### src/rtl/accum_averager_pkg.sv
package accum_averager_pkg;

  // Strobes from the control unit to the datapath, one cycle each
  typedef struct packed {
    logic clearAcc;   // zero the total
    logic loadAcc;    // take the reduced five-operand sum
    logic lastPass;   // this load is the final one of the run
  } ctrlStrobes_t;

endpackage

### src/rtl/csa_stage.sv
// One 3:2 carry-save stage: three vectors in, sum and carry vectors out.
module csa_stage #(
  parameter int W = 8
) (
  input  logic [W-1:0] xIn,
  input  logic [W-1:0] yIn,
  input  logic [W-1:0] zIn,
  output logic [W-1:0] sumVec,
  output logic [W-1:0] carryVec
);
  logic [W-1:0] majority;

  always_comb begin
    sumVec   = xIn ^ yIn ^ zIn;
    majority = (xIn & yIn) | (xIn & zIn) | (yIn & zIn);
    carryVec = {majority[W-2:0], 1'b0};
  end
endmodule

### src/rtl/accum_averager_ctrl.sv
module accum_averager_ctrl
  import accum_averager_pkg::*;
#(
  parameter int PASSES = 4
) (
  input  logic         clk,
  input  logic         rst,
  output ctrlStrobes_t strobes,
  output logic         doneQ
);
  localparam int CNT_W = (PASSES > 1) ? $clog2(PASSES) : 1;
  localparam logic [CNT_W-1:0] LAST_CNT = CNT_W'(PASSES - 1);

  logic [CNT_W-1:0] passCnt;
  logic             finishedQ;

  always_comb begin
    strobes.clearAcc = rst;
    strobes.loadAcc  = !rst && !finishedQ;
    strobes.lastPass = !rst && !finishedQ && (passCnt == LAST_CNT);
  end

  always_ff @(posedge clk) begin
    if (strobes.clearAcc) begin
      passCnt   <= '0;
      finishedQ <= 1'b0;
      doneQ     <= 1'b0;
    end else begin
      doneQ <= strobes.lastPass;
      if (strobes.lastPass) begin
        finishedQ <= 1'b1;
      end else if (strobes.loadAcc) begin
        passCnt <= passCnt + 1'b1;
      end
    end
  end
endmodule

### src/rtl/accum_averager_dp.sv
module accum_averager_dp
  import accum_averager_pkg::*;
#(
  parameter int NUM_IN = 4,
  parameter int IN_W   = 4,
  parameter int SUM_W  = 8
) (
  input  logic                        clk,
  input  ctrlStrobes_t                strobes,
  input  logic [NUM_IN-1:0][IN_W-1:0] inVec,
  output logic [SUM_W-1:0]            accQ
);
  localparam int NUM_OPS = NUM_IN + 1;   // inputs plus feedback
  localparam int LEVELS  = NUM_OPS - 2;  // 3:2 stages in the chain
  localparam int PAD_W   = SUM_W - IN_W;

  logic [SUM_W-1:0] opsExt [NUM_OPS];
  logic [SUM_W-1:0] redSum [LEVELS+1];
  logic [SUM_W-1:0] redCar [LEVELS+1];
  logic [SUM_W-1:0] cpaOut;

  genvar gi;
  generate
    for (gi = 0; gi < NUM_IN; gi++) begin : g_ext
      assign opsExt[gi] = {{PAD_W{1'b0}}, inVec[gi]};
    end
  endgenerate
  assign opsExt[NUM_IN] = accQ;

  assign redSum[0] = opsExt[0];
  assign redCar[0] = opsExt[1];

  generate
    for (gi = 0; gi < LEVELS; gi++) begin : g_lvl
      csa_stage #(.W(SUM_W)) csa_i (
        .xIn     (redSum[gi]),
        .yIn     (redCar[gi]),
        .zIn     (opsExt[gi+2]),
        .sumVec  (redSum[gi+1]),
        .carryVec(redCar[gi+1])
      );
    end
  endgenerate

  assign cpaOut = redSum[LEVELS] + redCar[LEVELS];

  always_ff @(posedge clk) begin
    if (strobes.clearAcc) begin
      accQ <= '0;
    end else if (strobes.loadAcc) begin
      accQ <= cpaOut;
    end
  end
endmodule

### src/rtl/accum_averager.sv
module accum_averager
  import accum_averager_pkg::*;
#(
  parameter int IN_W   = 4,
  parameter int SUM_W  = 8,
  parameter int PASSES = 4,
  parameter int SHIFT  = 4
) (
  input  logic                    clk,
  input  logic                    rst,
  input  logic [IN_W-1:0]         opA,
  input  logic [IN_W-1:0]         opB,
  input  logic [IN_W-1:0]         opC,
  input  logic [IN_W-1:0]         opD,
  output logic [SUM_W-1:0]        sumOut,
  output logic [SUM_W-SHIFT-1:0]  avgOut,
  output logic                    doneOut
);
  localparam int NUM_IN = 4;
  localparam int AVG_W  = SUM_W - SHIFT;

  ctrlStrobes_t                strobes;
  logic [NUM_IN-1:0][IN_W-1:0] inVec;
  logic [SUM_W-1:0]            accQ;

  assign inVec = {opD, opC, opB, opA};

  accum_averager_ctrl #(.PASSES(PASSES)) ctrl_i (
    .clk    (clk),
    .rst    (rst),
    .strobes(strobes),
    .doneQ  (doneOut)
  );

  accum_averager_dp #(.NUM_IN(NUM_IN), .IN_W(IN_W), .SUM_W(SUM_W)) dp_i (
    .clk    (clk),
    .strobes(strobes),
    .inVec  (inVec),
    .accQ   (accQ)
  );

  assign sumOut = accQ;
  assign avgOut = accQ[SHIFT +: AVG_W];
endmodule

### config.mk
export PLATFORM = sky130hd
export DESIGN_NAME = accum_averager
export DESIGN_NICKNAME = d
export VERILOG_FILES = /design/src/rtl/accum_averager_pkg.sv /design/src/rtl/csa_stage.sv /design/src/rtl/accum_averager_ctrl.sv /design/src/rtl/accum_averager_dp.sv /design/src/rtl/accum_averager.sv
export SDC_FILE = /design/constraint.sdc
export NUM_CORES = 1
export LEC_CHECK = 0
export BUFFER_PORTS_ARGS = -buffer_cell sky130_fd_sc_hd__clkbuf_2
export CORE_MARGIN = 2
export CORE_UTILIZATION = 30
export DETAILED_ROUTE_END_ITERATION = 12
export GPL_ROUTABILITY_DRIVEN = 0
export SLEW_MARGIN = 20
export SYNTH_ARGS = -nofsm -noshare
export SYNTH_HDL_FRONTEND = slang
export SYNTH_HIERARCHICAL = 1
export SYNTH_SLANG_ARGS = --single-unit
### constraint.sdc
create_clock -name clk -period 3.5 [get_ports clk]
set_input_delay 0.7 -clock clk [delete_from_list [all_inputs] [get_ports clk]]
set_output_delay 0.7 -clock clk [all_outputs]
set_load 0.02 [all_outputs]
==> metrics.cfg <==
[outcome]
status=completed

[power_and_ir_drop]
leakagePower_nw=0.800
ir_worst_vdd_mv=0.335
p_comb_frac=0.728
switching_share=0.444
intPower_mw=0.795
p_per_area_mw_per_mm2=853
pwr-share-seq=0.166
switching_power_mw=0.635
power_frac_clock=0.107

[sta]
setup-violations-final=0
worstMarginPinSlew_ns=0.501
max_slew_margin=0.665
max_clock_freq_ghz=0.298
hold_viol_final=0
min_period_ns=3.35
fin_skew_ns=0.00154
rsz0062_at_grt=no
slew_violations=0
min_period_over_period=0.958

[placement]
placedCellCount=217
dpl_cell_area_mm2=0.00161
portBuffers=30
place_hpwl_um=2090

[setup_path]
crit_end=dp_i/accQ[7]
cp_common_cell=fa_1
path_buf_inv=1
critPathMaxStageDelay_ns=0.61
cp-startpoint=opA[2]
critPathRequiredTime_ns=3.62
rr_endpoint=dp_i/accQ[7]
startpoint_type=input port
critical_path_class=input port to flip-flop
regToRegSetupSlack_ns=1.43
crit_cells=9
arrival_ns=3.47
crit_path_end_kind=flip-flop
crit_fanout=4
critPathTopFamily=adder cells
path_cells=clkbuf_2 > fa_1 > fa_1 > fa_1 > ha_4 > o21a_2 > a2111oi_4 > o31a_2 > nor3_2
cp_slowest_cell=fa_1
r2r.worst_path.cells=6
rr_startpoint=dp_i/accQ[2]

[detailed_routing]
routed_wl_um=2410
drtPass1Iterations=4
first_iter_violations=16
viasPerCell=4.55
via_count=1006
ant_nets=0
avgRoutedWirePerCell_um=10.9
drc_errors=0

[cts]
cts.clk_slew.worst_paths_ns=0.05
htree_levels=1
cts.sinks=12
post-cts-setup-buffer-count=0
cts_buffer_depth=2
clk_latency_ns=0.24
cts_tree=yes
cts_root_buf=clkbuf_8
cts_made_buffers=3

[layout]
area_growth_syn_to_layout_pct=22.6
fin_cells=221
final_net_count=218
finalInstanceArea_mm2=0.00168
fillCellCount=450
utilization=0.382
drive_gt1_frac=0.260
diodes=0

[run]
cap_violations=0

[floorplanning]
die_y_um=71.5
die_w_um=71.5
ios=31
std_cell_rows=24
dieArea_mm2=0.00511
core-area_mm2=0.00438
initial_core_util=0.312

[hold_path]
hold_path.class=flip-flop to flip-flop
min-delay-start=ctrl_i/passCnt[1]

[grt]
grt_antenna_before_repair=0
grtUsageTotal=0.104
grt_max_degree=16
grt_pass1_vias=1036
grt.overflow.total=0
grt_pass1_wl_um=4220

[logic_synthesis]
synth.avg_cell_area_um2=10.9
netlist_area_mm2=0.00137
syn_inst=125
synth_warnings=6

cells in the final DEF, fill, tap and decap left out, types with 2 or more instances in the layout:
master,n
clkbuf_2,30
fa_1,22
conb_1,19
dfxtp_1,12
nor2_1,10
ha_1,7
inv_1,6
nand3_1,5
buf_4,5
clkbuf_8,4
o21a_1,4
a21oi_1,3
nor3_1,3
a211oi_1,3
xor3_1,3
o21ai_0,2
or3_1,2
nor2b_1,2
nand2b_1,2
nor3b_1,2
a31oi_1,2
o2111ai_1,2
mux2i_1,2
flip-flops by register name (all words and copies together), names as in the netlist:
name              flops
ctrl_i/doneQ          1
dp_i/accQ             8
ctrl_i/finishedQ      1
ctrl_i/passCnt        2
through the flow:
step | hold slack, ns | setup WS, ns | total power [mW] | TNS [ns]
CTS | 0.506 | 0.0997 | 1.42 | 0
global placement | 0.475 | -0.149 | 1.25 | -0.338
finish | 0.502 | 0.149 | 1.43 | 0
detailed placement | 0.498 | -0.160 | 1.25 | -0.379
floorplan | 0.451 | 0.0375 | 1.03 | 0
global route | 0.536 | 0.0124 | 1.58 | 0
how the worst min path moves through the flow:
stage	to	depth (start not counted)
6_report	ctrl_i/passCnt[1]	2
5_1_grt	dp_i/accQ[1]	2
4_1_cts	ctrl_i/passCnt[1]	2
3_5_place_dp	ctrl_i/passCnt[1]	2
3_3_place_gp	ctrl_i/passCnt[1]	2
2_1_floorplan	ctrl_i/passCnt[1]	2
power by group through the flow:
stage / registers [mW] / clock network, mW / logic [mW]
after floorplan: 0.274 / 0 / 0.751
after global placement: 0.242 / 0 / 1.01
after detailed placement: 0.241 / 0 / 1.01
after CTS: 0.239 / 0.160 / 1.02
after global routing: 0.244 / 0.163 / 1.18
final: 0.237 / 0.152 / 1.04
what timing repair did:
| action | CTS | global route |
|---|---|---|
| hold buffers | 0 | 0 |
| resized for setup | 0 | 1 |
| setup endpoints to repair | 0 | 2 |
tightest hold or removal path, stage by stage, from the launching register on:
cell     delay, ns
dfxtp_1       0.31
o21ai_0       0.08
a21oi_1       0.07
area by class of cell:
class | count | area, µm² | share of cell area
clock buffers | 4 | 55.1 | 0.0328
inverters | 6 | 22.5 | 0.0134
multi-input cells | 112 | 1110 | 0.660
flip-flops and latches | 12 | 240 | 0.143
well taps | 52 | 65.1 | 0.0388
repair buffers | 35 | 188 | 0.112
layer usage:
metal  track usage  vias up  wire length, µm  part of all wire
li1              -      503                -                 -
met1         0.126      478             1010              0.42
met2         0.181       23             1250              0.52
met3        0.0197        2              111             0.046
met4        0.0440        0               28             0.012
met5             0        -                0                 0
Power figures use the tool's default switching activity.
